$ cat src/rtl/srt_div_pkg.sv
package srt_div_pkg;
  // width of the carry-propagate remainder estimate fed to digit selection
  localparam int EST_W = 10;
  // divisor bits that index the selection thresholds
  localparam int DTOP_W = 6;

  typedef enum logic [1:0] {
    ST_IDLE = 2'd0,
    ST_NORM = 2'd1,
    ST_ITER = 2'd2,
    ST_FIN  = 2'd3
  } div_state_e;
endpackage

$ cat src/rtl/srt_norm.sv
// Pre-processing: leading-zero count of the divisor, alignment of both
// operands, and the initial partial remainder (shifted dividend minus half
// the normalized divisor) so the recurrence starts within bound.
module srt_norm #(
  parameter int W = 32,
  localparam int RW = 2 * W + 4,
  localparam int SW = $clog2(W)
) (
  input  logic [W-1:0]  dvd,
  input  logic [W-1:0]  dvs,
  output logic [W-1:0]  dvs_n,
  output logic [SW-1:0] shamt,
  output logic [RW-1:0] rem0
);
  logic [2*W-1:0] dvd_sh;
  logic           found;

  always_comb begin
    shamt = '0;
    found = 1'b0;
    for (int i = W - 1; i >= 0; i--) begin
      if (!found && dvs[i]) begin
        shamt = SW'(W - 1 - i);
        found = 1'b1;
      end
    end
  end

  assign dvs_n  = dvs << shamt;
  assign dvd_sh = {{W{1'b0}}, dvd} << shamt;
  assign rem0   = {4'b0000, dvd_sh} - {5'b00000, dvs_n, {(W-1){1'b0}}};
endmodule

$ cat src/rtl/srt_qsel.sv
// Radix-4 digit selection. Thresholds sit at 0.5 and 1.5 times the truncated
// divisor; they are computed from the divisor top bits, not stored.
module srt_qsel
  import srt_div_pkg::*;
(
  input  logic [EST_W-1:0]  est,
  input  logic [DTOP_W-1:0] dtop,
  output logic signed [2:0] dig
);
  logic signed [EST_W+1:0] e2, d1, d3;

  always_comb begin
    e2 = $signed({est[EST_W-1], est, 1'b0});
    d1 = $signed({{(EST_W+2-DTOP_W){1'b0}}, dtop});
    d3 = d1 + (d1 <<< 1);
    if (e2 >= d3)       dig = 3'sd2;
    else if (e2 >= d1)  dig = 3'sd1;
    else if (e2 >= -d1) dig = 3'sd0;
    else if (e2 >= -d3) dig = -3'sd1;
    else                dig = -3'sd2;
  end
endmodule

$ cat src/rtl/srt_step.sv
// One radix-4 step on a carry-save remainder: shift by two, estimate,
// select a digit, then a 3:2 compression with the chosen divisor multiple.
module srt_step
  import srt_div_pkg::*;
#(
  parameter int W = 32,
  localparam int RW = 2 * W + 4
) (
  input  logic [RW-1:0]     s_in,
  input  logic [RW-1:0]     c_in,
  input  logic [W-1:0]      dvs_n,
  output logic [RW-1:0]     s_out,
  output logic [RW-1:0]     c_out,
  output logic signed [2:0] dig
);
  logic [RW-1:0]    s4, c4, d1x, d2x, mag, addend, maj;
  logic [EST_W-1:0] est;
  logic             inj;
  logic             unused_step;

  assign s4  = {s_in[RW-3:0], 2'b00};
  assign c4  = {c_in[RW-3:0], 2'b00};
  assign est = s4[RW-1 -: EST_W] + c4[RW-1 -: EST_W];
  assign d1x = {4'b0000, dvs_n, {W{1'b0}}};
  assign d2x = {3'b000, dvs_n, {(W+1){1'b0}}};

  srt_qsel u_qsel (
    .est  (est),
    .dtop (dvs_n[W-1 -: DTOP_W]),
    .dig  (dig)
  );

  always_comb begin
    mag = (dig == 3'sd2 || dig == -3'sd2) ? d2x : d1x;
    if (dig > 3'sd0) begin
      addend = ~mag;
      inj    = 1'b1;
    end else if (dig < 3'sd0) begin
      addend = mag;
      inj    = 1'b0;
    end else begin
      addend = '0;
      inj    = 1'b0;
    end
  end

  assign maj         = (s4 & c4) | (s4 & addend) | (c4 & addend);
  assign s_out       = s4 ^ c4 ^ addend;
  assign c_out       = {maj[RW-2:0], inj};
  assign unused_step = ^{s_in[RW-1:RW-2], c_in[RW-1:RW-2], maj[RW-1]};
endmodule

$ cat src/rtl/srt_divider.sv
module srt_divider
  import srt_div_pkg::*;
#(
  parameter int W = 32
) (
  input  logic         clk,
  input  logic         rst_n,
  input  logic         start,
  input  logic [W-1:0] dividend,
  input  logic [W-1:0] divisor,
  output logic         busy,
  output logic         done,
  output logic         div_zero,
  output logic [W-1:0] quotient,
  output logic [W-1:0] remainder
);
  localparam int RW    = 2 * W + 4;
  localparam int SW    = $clog2(W);
  localparam int ITERS = W / 4;
  localparam int CW    = $clog2(ITERS);
  localparam int STEPS = 2;
  localparam logic [CW-1:0] LAST = CW'(ITERS - 1);

  // reset synchronizer: asynchronous assert, synchronous release
  logic [1:0] rsync_q;
  logic       rst_n_s;
  always_ff @(posedge clk or negedge rst_n) begin
    if (!rst_n) rsync_q <= 2'b00;
    else        rsync_q <= {rsync_q[0], 1'b1};
  end
  assign rst_n_s = rsync_q[1];

  div_state_e    state_q, state_d;
  logic [CW-1:0] cnt_q, cnt_d;
  logic [W-1:0]  dvd_q, dvd_d, dvs_q, dvs_d;
  logic [SW-1:0] sh_q, sh_d;
  logic [RW-1:0] s_q, s_d, c_q, c_d;
  logic [W-1:0]  qp_q, qp_d, qn_q, qn_d;
  logic [W-1:0]  quot_q, quot_d, rem_q, rem_d;
  logic          done_q, done_d, dz_q, dz_d;
  logic          op_en, rem_en, out_en;

  // pre-processing
  logic [W-1:0]  nrm_dvs;
  logic [SW-1:0] nrm_sh;
  logic [RW-1:0] nrm_rem;
  srt_norm #(.W(W)) u_norm (
    .dvd   (dvd_q),
    .dvs   (dvs_q),
    .dvs_n (nrm_dvs),
    .shamt (nrm_sh),
    .rem0  (nrm_rem)
  );

  // iterative core: STEPS chained radix-4 steps per clock
  logic [RW-1:0]     s_ch [0:STEPS];
  logic [RW-1:0]     c_ch [0:STEPS];
  logic signed [2:0] dig_ch [0:STEPS-1];
  assign s_ch[0] = s_q;
  assign c_ch[0] = c_q;
  for (genvar g = 0; g < STEPS; g++) begin : g_step
    srt_step #(.W(W)) u_step (
      .s_in  (s_ch[g]),
      .c_in  (c_ch[g]),
      .dvs_n (dvs_q),
      .s_out (s_ch[g+1]),
      .c_out (c_ch[g+1]),
      .dig   (dig_ch[g])
    );
  end

  function automatic logic [1:0] pos_mag(input logic signed [2:0] d);
    return (d > 3'sd0) ? d[1:0] : 2'b00;
  endfunction
  function automatic logic [1:0] neg_mag(input logic signed [2:0] d);
    logic [2:0] t;
    t = -d;
    return (d < 3'sd0) ? t[1:0] : 2'b00;
  endfunction

  // post-processing
  logic [RW-1:0] wsum, rfix, dvs_x;
  logic [W-1:0]  qraw, rnorm;
  logic          wneg;
  assign wsum  = s_q + c_q;
  assign wneg  = wsum[RW-1];
  assign dvs_x = {4'b0000, dvs_q, {W{1'b0}}};
  assign rfix  = wneg ? wsum + dvs_x : wsum;
  assign qraw  = qp_q - qn_q + {1'b1, {(W-1){1'b0}}};
  assign rnorm = rfix[2*W-1:W];

  always_comb begin
    state_d = state_q;
    cnt_d   = cnt_q;
    dvd_d   = dvd_q;
    dvs_d   = dvs_q;
    sh_d    = sh_q;
    s_d     = s_q;
    c_d     = c_q;
    qp_d    = qp_q;
    qn_d    = qn_q;
    quot_d  = quot_q;
    rem_d   = rem_q;
    dz_d    = dz_q;
    done_d  = 1'b0;
    op_en   = 1'b0;
    rem_en  = 1'b0;
    out_en  = 1'b0;
    unique case (state_q)
      ST_IDLE: if (start) begin
        if (divisor == '0) begin
          out_en = 1'b1;
          done_d = 1'b1;
          dz_d   = 1'b1;
          quot_d = '1;
          rem_d  = dividend;
        end else begin
          op_en   = 1'b1;
          dvd_d   = dividend;
          dvs_d   = divisor;
          state_d = ST_NORM;
        end
      end
      ST_NORM: begin
        op_en   = 1'b1;
        rem_en  = 1'b1;
        dvs_d   = nrm_dvs;
        sh_d    = nrm_sh;
        s_d     = nrm_rem;
        c_d     = '0;
        qp_d    = '0;
        qn_d    = '0;
        cnt_d   = '0;
        state_d = ST_ITER;
      end
      ST_ITER: begin
        rem_en = 1'b1;
        s_d    = s_ch[STEPS];
        c_d    = c_ch[STEPS];
        qp_d   = {qp_q[W-5:0], pos_mag(dig_ch[0]), pos_mag(dig_ch[1])};
        qn_d   = {qn_q[W-5:0], neg_mag(dig_ch[0]), neg_mag(dig_ch[1])};
        cnt_d  = cnt_q + 1'b1;
        if (cnt_q == LAST) state_d = ST_FIN;
      end
      ST_FIN: begin
        out_en  = 1'b1;
        done_d  = 1'b1;
        dz_d    = 1'b0;
        quot_d  = qraw - W'(wneg);
        rem_d   = rnorm >> sh_q;
        state_d = ST_IDLE;
      end
      default: state_d = ST_IDLE;
    endcase
  end

  always_ff @(posedge clk or negedge rst_n_s) begin
    if (!rst_n_s) begin
      state_q <= ST_IDLE;
      done_q  <= 1'b0;
      cnt_q   <= '0;
      dvd_q   <= '0;
      dvs_q   <= '0;
      sh_q    <= '0;
      s_q     <= '0;
      c_q     <= '0;
      qp_q    <= '0;
      qn_q    <= '0;
      quot_q  <= '0;
      rem_q   <= '0;
      dz_q    <= 1'b0;
    end else begin
      state_q <= state_d;
      done_q  <= done_d;
      if (op_en) begin
        dvd_q <= dvd_d;
        dvs_q <= dvs_d;
        sh_q  <= sh_d;
      end
      if (rem_en) begin
        cnt_q <= cnt_d;
        s_q   <= s_d;
        c_q   <= c_d;
        qp_q  <= qp_d;
        qn_q  <= qn_d;
      end
      if (out_en) begin
        quot_q <= quot_d;
        rem_q  <= rem_d;
        dz_q   <= dz_d;
      end
    end
  end

  assign busy      = (state_q != ST_IDLE);
  assign done      = done_q;
  assign div_zero  = dz_q;
  assign quotient  = quot_q;
  assign remainder = rem_q;

  // ---------------- assertions ----------------
  p_rem_exact_r1: assert property (@(posedge clk) disable iff (!rst_n_s)
    (state_q == ST_FIN) |-> (rfix[W-1:0] == '0 && rfix[RW-1:2*W] == '0 && rnorm < dvs_q));

  p_fin_after_iter_r2: assert property (@(posedge clk) disable iff (!rst_n_s)
    (state_q == ST_FIN) |-> ($past(state_q) == ST_ITER && $past(cnt_q) == LAST));

  p_norm_to_iter_r2: assert property (@(posedge clk) disable iff (!rst_n_s)
    (state_q == ST_NORM) |=> (state_q == ST_ITER && cnt_q == '0));

  p_done_idle_r3: assert property (@(posedge clk) disable iff (!rst_n_s)
    done |-> !busy);

  p_zero_div_r4: assert property (@(posedge clk) disable iff (!rst_n_s)
    (start && !busy && divisor == '0) |=> (done && div_zero && quotient == '1 && !busy));

  p_busy_ignore_r5: assert property (@(posedge clk) disable iff (!rst_n_s)
    (busy && start) |=> $stable(dvd_q));

  p_done_pulse_r6: assert property (@(posedge clk) disable iff (!rst_n_s)
    (done && !(start && divisor == '0)) |=> !done);

  p_dz_clear_r7: assert property (@(posedge clk) disable iff (!rst_n_s)
    (state_q == ST_FIN) |=> (done && !div_zero));

  p_digit_range_r9: assert property (@(posedge clk) disable iff (!rst_n_s)
    (state_q == ST_ITER) |-> (dig_ch[0] >= -3'sd2 && dig_ch[0] <= 3'sd2 &&
                              dig_ch[1] >= -3'sd2 && dig_ch[1] <= 3'sd2));

  p_rem_bound_r9: assert property (@(posedge clk) disable iff (!rst_n_s)
    (state_q == ST_ITER) |-> (wsum[RW-1:RW-3] == 3'b000 || wsum[RW-1:RW-3] == 3'b111));
endmodule

$ cat config.mk
export PLATFORM = sky130hd
export DESIGN_NAME = srt_divider
export DESIGN_NICKNAME = d
export VERILOG_FILES = /design/src/rtl/srt_div_pkg.sv /design/src/rtl/srt_norm.sv /design/src/rtl/srt_qsel.sv /design/src/rtl/srt_step.sv /design/src/rtl/srt_divider.sv
export SDC_FILE = /design/constraint.sdc
export NUM_CORES = 2
export LEC_CHECK = 0
export BUFFER_PORTS_ARGS = -buffer_cell sky130_fd_sc_hd__buf_2
export CAP_MARGIN = 20
export CORE_MARGIN = 1.5
export CORE_UTILIZATION = 55
export DETAILED_ROUTE_END_ITERATION = 8
export MAX_ROUTING_LAYER = met4
export PLACE_DENSITY = 0.76
export SETUP_SLACK_MARGIN = 0.2
export SLEW_MARGIN = 30
export SYNTH_ARGS = -nofsm -noshare
export SYNTH_HDL_FRONTEND = slang
export SYNTH_SLANG_ARGS = --single-unit
export TNS_END_PERCENT = 20
$ cat constraint.sdc
create_clock -name clk -period 18.2 [get_ports clk]
set_input_delay 2.73 -clock clk [delete_from_list [all_inputs] [get_ports clk]]
set_output_delay 2.73 -clock clk [all_outputs]
set_load 0.005 [all_outputs]
* After elaboration in Yosys (flattened, before gate mapping)
Cells that the tools add are included.
** Cells by class
- Add/sub/neg operators :: 14
- Order comparisons :: 12
- Eq/ne operators :: 12
- Shift operators :: 3
- Muxes and demuxes :: 111
- Bitwise operators :: 17
- Reduce and logical (&&, ||, !) cells :: 77
** Operators by type and width (count)
- case mux 32 bit (2 select lines) :: 5
- case mux 68 bit (2 select lines) :: 2
- bitwise AND 67 bit :: 3
- bitwise AND 65 bit :: 3
- 2-to-1 mux 65 bit :: 3
- 2-to-1 mux 32 bit :: 6
- 2-to-1 mux 68 bit :: 2
- bitwise XOR 68 bit :: 2
- bitwise OR 67 bit :: 2
- bitwise XOR 66 bit :: 2
- bitwise OR 65 bit :: 2
- 2-to-1 mux 5 bit :: 16
- adder 68 bit :: 1
- NOT 68 bit :: 1
- 2-to-1 mux 66 bit :: 1
- NOT 65 -> 66 bit :: 1
- subtractor 64 x 63 -> 65 bit :: 1
- adder 64 bit :: 1
- 2-to-1 mux 64 bit :: 1
- << shifter 32 x 5 -> 64 bit :: 1
- greater-or-equal comparator 11 x 12 -> 1 bit :: 4
- 2-to-1 mux 1 bit :: 43
- adder 32 bit, second input constant :: 1
- zero test 32 bit :: 1
- other kinds (35) :: 141
** Word-level totals
- Register bits after elaboration :: 342
- Output and inout port bits :: 67
- Word-level logic and storage cells :: 260

* Logic depth before layout (Yosys ltp)
- Depth in word-level cells :: 97
- Depth in mapped cells :: 54

* Modules after synthesis
From an unflattened synthesis, not the netlist that was laid out.
** Second synthesis, totals
- Cell total of the unflattened synthesis :: 5028
- Area, all modules :: 40131.0 um^2
** Modules (own cells, without submodules)
- srt_divider :: times used 1, cells each 2967, area each 25225.4 um^2, sequential area each 8558.2 um^2
- srt_norm :: times used 1, cells each 877, area each 6150.9 um^2, sequential area each 0.0 um^2
- srt_step (g_step[1].u_step) :: times used 1, cells each 436, area each 3123.0 um^2, sequential area each 0.0 um^2
- srt_step (g_step[0].u_step) :: times used 1, cells each 436, area each 3104.2 um^2, sequential area each 0.0 um^2
- srt_qsel :: times used 2, cells each 156, area each 1263.7 um^2, sequential area each 0.0 um^2

* Least setup slack after synthesis
OpenSTA, ideal clock, no wires.
- Kind :: reg2reg
- From :: register dvs_q[28]
- To :: register s_q[33]
- Setup time :: 0.125 ns
- Data arrival time :: 11.150 ns
- Data required time :: 18.075 ns
- Setup slack :: 6.925 ns
- Stages on the path, launching flop included :: 52
- Path buffers :: 2
- Clock period less this slack :: 11.275 ns
- Path through :: dfrtp_1 > buf_2 > inv_1 > ha_1 > a21o_1 > a21oi_1 > xnor2_1 > nand3_1 > xor2_1 > ha_1 > o21ai_0 > nand2b_1 > maj3_1 > a21oi_1 > nor2b_1 > o221ai_1 > a31o_2 > o21ai_0 > (+16 left out) > a21oi_1 > xnor3_2 > ha_1 > inv_1 > nor4_1 > o21ai_0 > nand2_1 > o21ai_0 > o21ai_0 > nand2_1 > ha_1 > nor2_1 > inv_1 > o21ai_0 > fa_1 > nand2_1 > o21ai_0 > mux2_2
** On the way
- Cells in the longest elaborated chain, start to end :: 89
- Elaborated cells between the ends (all ways) :: 163
- Classes of those cells :: add/sub (5); order compare (12); eq/ne (4); shift (2); mux (72); bitwise (9); reduce/logical (59)
** Ends and longest elaborated chain
- from (decl) :: line srt_divider.sv:35 : logic [W-1:0] dvd_q, dvd_d, dvs_q, dvs_d;
- from (signal assigned) :: line srt_divider.sv:177 : dvs_q <= dvs_d;
- logical AND 1 bit :: line srt_norm.sv:22 : if (!found && dvs[i]) begin
- 2-to-1 mux 1 bit :: line srt_norm.sv:22
- zero test 1 bit :: line srt_norm.sv:22
- logical AND 1 bit :: line srt_norm.sv:22
- 2-to-1 mux 1 bit :: line srt_norm.sv:22
- zero test 1 bit :: line srt_norm.sv:22
- logical AND 1 bit :: line srt_norm.sv:22
- 2-to-1 mux 1 bit :: line srt_norm.sv:22
- (+73 left out)
- logical AND 1 bit :: line srt_norm.sv:22
- 2-to-1 mux 1 bit :: line srt_norm.sv:22
- zero test 1 bit :: line srt_norm.sv:22
- logical AND 1 bit :: line srt_norm.sv:22
- 2-to-1 mux 5 bit :: line srt_norm.sv:22
- << shifter 32 x 5 -> 64 bit / << shifter 32 x 5 -> 32 bit (equally long branches) :: line srt_norm.sv:30, srt_norm.sv:29
- subtractor 64 x 63 -> 65 bit :: line srt_norm.sv:31 : assign rem0 = {4'b0000, dvd_sh} - {5'b00000, dvs_n, {(W-1){1'b0}}};
- case mux 68 bit (2 select lines) (*) :: line srt_divider.sv:109 : unique case (state_q)
- to (signal assigned) :: line srt_divider.sv:165 : s_q <= '0;
- to (signal assigned) :: line srt_divider.sv:182 : s_q <= s_d;
- to (decl) :: line srt_divider.sv:37 : logic [RW-1:0] s_q, s_d, c_q, c_d;
Every way passes the cells marked *; elsewhere a longest branch is shown, timed or not.
A chain may end at the register's enable or synchronous reset.

* Worst setup path after layout
- From :: register dvs_q[27]
- To :: register s_q[33]
** On the way
- Cells in the longest elaborated chain, start to end :: 86
- Elaborated cells between the ends (all ways) :: 159
- Classes of those cells :: add/sub (5); order compare (12); eq/ne (4); shift (2); mux (70); bitwise (9); reduce/logical (57)
** Ends and longest elaborated chain (line)
- logical AND 1 bit :: srt_norm.sv:22
- 2-to-1 mux 1 bit :: srt_norm.sv:22
- zero test 1 bit :: srt_norm.sv:22
- logical AND 1 bit :: srt_norm.sv:22
- 2-to-1 mux 1 bit :: srt_norm.sv:22
- zero test 1 bit :: srt_norm.sv:22
- logical AND 1 bit :: srt_norm.sv:22
- 2-to-1 mux 1 bit :: srt_norm.sv:22
- (+70 left out)
- logical AND 1 bit :: srt_norm.sv:22
- 2-to-1 mux 1 bit :: srt_norm.sv:22
- zero test 1 bit :: srt_norm.sv:22
- logical AND 1 bit :: srt_norm.sv:22
- 2-to-1 mux 5 bit :: srt_norm.sv:22
- << shifter 32 x 5 -> 64 bit / << shifter 32 x 5 -> 32 bit (equally long branches) :: srt_norm.sv:30, srt_norm.sv:29
- subtractor 64 x 63 -> 65 bit :: srt_norm.sv:31
- case mux 68 bit (2 select lines) (*) :: srt_divider.sv:109
Marked as above.

==> metrics.txt <==
run status finished, final reports clean; Reg area roughly 8500 um^2; DRC 0; HPWL Detailed 94670 um; Final ANT Viol Nets 0; fmax 83.27 MHz; crit start category flop; clock sink count 340; Final Hold Violating Endpoints 0; WL final 124300 um; Ports 134; Rel. slew slack 0.3177; slew at the pin closest to its max-slew limit between 0.9 and 1 ns; CTS tree yes; Slew Limit Fails 0; layout cells sized above 1 0.09629; setup_tns 0 ns; Die H roughly 260 um; DR vias approximately 33000; die area between 60000 and 70000 um^2; Syn Nets between 4000 and 5000; area occupied by multi-input gates 24320 um^2; CTS buffer count 42; Filler cells 5697; min-delay worst type reg2reg; Port Buffer Count approximately 130; CTS resizes 0; # rows a little over 90; hold buffers post-CTS 0; Final #Nets approximately 4700; first-pass GRT wire length 188500 um; Hold WS about 0.35 ns; First DRT Iteration DRCs around 4200; post-CTS setup buffers 0; CP max stage delay between 0.6 and 0.7 ns; pin count of the biggest net entering global routing about 110; yosys warns 0; sequential share of the synthesized area 0.2427; number of synthesized register bits 340; Final Cell Area between 30000 and 40000 um^2; CORE AREA around 63000 um^2; Placement Cell Area 36300 um^2; Clock transition at path regs about 0.06 ns; Crit Path Category reg2reg; Layout area overhead 7.763%; vias in the first global route about 30000; number of antenna violations at the first check in global routing 2; Clock Latency Late Sink ~0.61 ns; async set-reset flop share out of synthesis 1.000; GRT Total Usage 0.3834; EDFF count, synth 0; RSZ-0062 raised after global routing no; drt pass-1 iters 6; hold path cells 0; max-cap viol count 0; main flop type after synthesis dfrtp_1; Starting Density 0.5557; die width roughly 260 um; GPL Wtd Cong about 1.1; Critical-path top delay cell dfrtp_1; H-tree depth 2; CTS root buf clkbuf_16; clk_skew 0.04022 ns; wire per inst 24.60 um; post-synth cell types 97; Max FO, Critical Path 42; final period utilization 0.6598; gr ovfl total 0; DR vias/cell 6.466; R2R cell count 50; synthesized area roughly 35000 um^2; Critical Path RT 18.68 ns; clk buf depth 3; Worst Path Arrival approximately 12 ns; synthesized area per cell approximately 8.4 um^2; synthesized instance count approximately 4200; CP Capture Type flop; critical path's most frequent cell o21ai_0; Finish-stage setup viols 0; fin crit period 12.01 ns
-- layer usage --
layer  up-vias  routed length [um]  GRT usage
li1      14900                   -          -
met1     15760               51490     0.5170
met2      1719               53540     0.5563
met3       302               12860    0.07857
met4         0                6438     0.1686
met5         -                   0          -
-- kinds of logic (layout without fill, tap and decap cells) --
kind of cell | after synthesis | in the layout | share of synthesized area
buffers and inverters | 602 | 610 | 0.06696
XOR/XNOR | 146 | 146 | 0.03690
multiplexers | 334 | 334 | 0.1030
AND/OR/NAND/NOR | 1136 | 1136 | 0.1469
AO/OA/AOI/OAI | 1195 | 1195 | 0.2170
adder cells (fa/ha/maj) | 444 | 444 | 0.1864
other | 1 | 3 | 0.0001070
flip-flops | 340 | 340 | 0.2427
-- critical path: cells and delay by family (launching register included) --
kind | cells | cell delay, ns
AOI/OAI and AO/OA | 21 | 3.66
adders and majority gates | 9 | 2.90
and+or+nand+nor | 10 | 1.82
buffers and inverters | 5 | 1.31
xor gates and xnor gates | 3 | 0.90
DFF | 1 | 0.65
muxes | 2 | 0.59
-- worst paths after layout --
path	from	to	slack, ns
setup / recovery	dvs_q[27]$_DFFE_PN0P_	s_q[33]$_DFFE_PN0P_	6.19
hold / removal	rsync_q[0]$_DFF_PN0_	rsync_q[1]$_DFF_PN0_	0.35
setup reg to reg	dvs_q[27]$_DFFE_PN0P_	s_q[33]$_DFFE_PN0P_	6.19
hold reg to reg	rsync_q[0]$_DFF_PN0_	rsync_q[1]$_DFF_PN0_	0.35
max in group asynchronous	rsync_q[1]$_DFF_PN0_	remainder[27]$_DFFE_PN0P_	15.75
min in group asynchronous	rsync_q[1]$_DFF_PN0_	s_q[26]$_DFFE_PN0P_	0.43
-- cells in the final DEF, fill, tap and decap left out, drive strengths merged, types with 18 or more instances in the layout --
master,count
o21bai,25
mux2i,239
o21a,39
nor4,25
nand3,122
and2,22
o31ai,65
mux2,82
and3,37
nor2b,35
xnor2,87
o22a,26
xor2,58
nor3,66
inv,351
a31oi,43
dfrtp,340
nor2,310
fa,131
a21oi,312
a211oi,34
o21ai,328
a221oi,21
buf,187
nand4,22
nand2,412
nand2b,31
a22oi,18
o211ai,35
clkbuf,52
o221ai,20
a21o,83
ha,311
-- area by class of cell --
class,count,share of cell area
antenna,2,0.0001325
tap,846,0.02802
sequential,340,0.2253
clock inverter,20,0.007849
clock buffer,52,0.03014
multi-input combinational,3256,0.6438
inverter,351,0.03504
timing repair buffer,187,0.02971
-- cell usage after synthesis, types with 17 or more instances --
master	number	area share
nand2_1	410	0.044
inv_1	346	0.037
dfrtp_1	340	0.24
ha_1	311	0.11
a21oi_1	309	0.044
nor2_1	309	0.033
o21ai_0	301	0.043
mux2i_1	238	0.068
clkbuf_1	197	0.021
fa_1	131	0.075
nand3_1	121	0.017
xnor2_1	87	0.022
a21o_1	83	0.018
mux2_2	78	0.025
nor3_1	66	0.0094
o31ai_1	64	0.014
xor2_1	58	0.014
a31oi_1	43	0.0077
o21a_1	39	0.0084
and3_1	37	0.0066
nor2b_1	35	0.0062
o211ai_1	35	0.0075
a211oi_1	33	0.0071
nand2b_1	31	0.0055
o21ai_1	27	0.0039
o22a_1	26	0.0065
o21bai_1	25	0.0054
buf_1	23	0.0025
nor4_1	23	0.0041
nand4_1	22	0.0039
a221oi_1	20	0.0050
and2_1	20	0.0036
buf_2	20	0.0029
o221ai_1	19	0.0047
a22oi_1	18	0.0039
o22ai_1	17	0.0030
or3_1	17	0.0030
-- through the flow --
| stage | util | setup WS, ns | cells |
|---|---|---|---|
| floorplan | - | 6.925 | 4198 |
| finish | 0.5989 | 6.191 | 5054 |
| CTS | 0.5982 | 6.369 | 5051 |
| global route | 0.5989 | 5.283 | 5054 |
| detailed placement | 0.5755 | 6.422 | 4979 |
| global placement | 0.5748 | 6.413 | 4978 |
-- state kept, by name, summed over array words and instances, names as in the netlist, 2 cells and up --
| register | flops |
|---|---|
| cnt_q | 3 |
| s_q | 68 |
| state_q | 2 |
| c_q | 66 |
| dvs_q | 32 |
| sh_q | 5 |
| remainder | 32 |
| quotient | 32 |
| qn_q | 32 |
| qp_q | 32 |
| rsync_q | 2 |
| dvd_q | 32 |
Power is left out: the tool's default activity adds up to more than one toggle a clock period on the data nets, which glitch-free logic cannot reach.
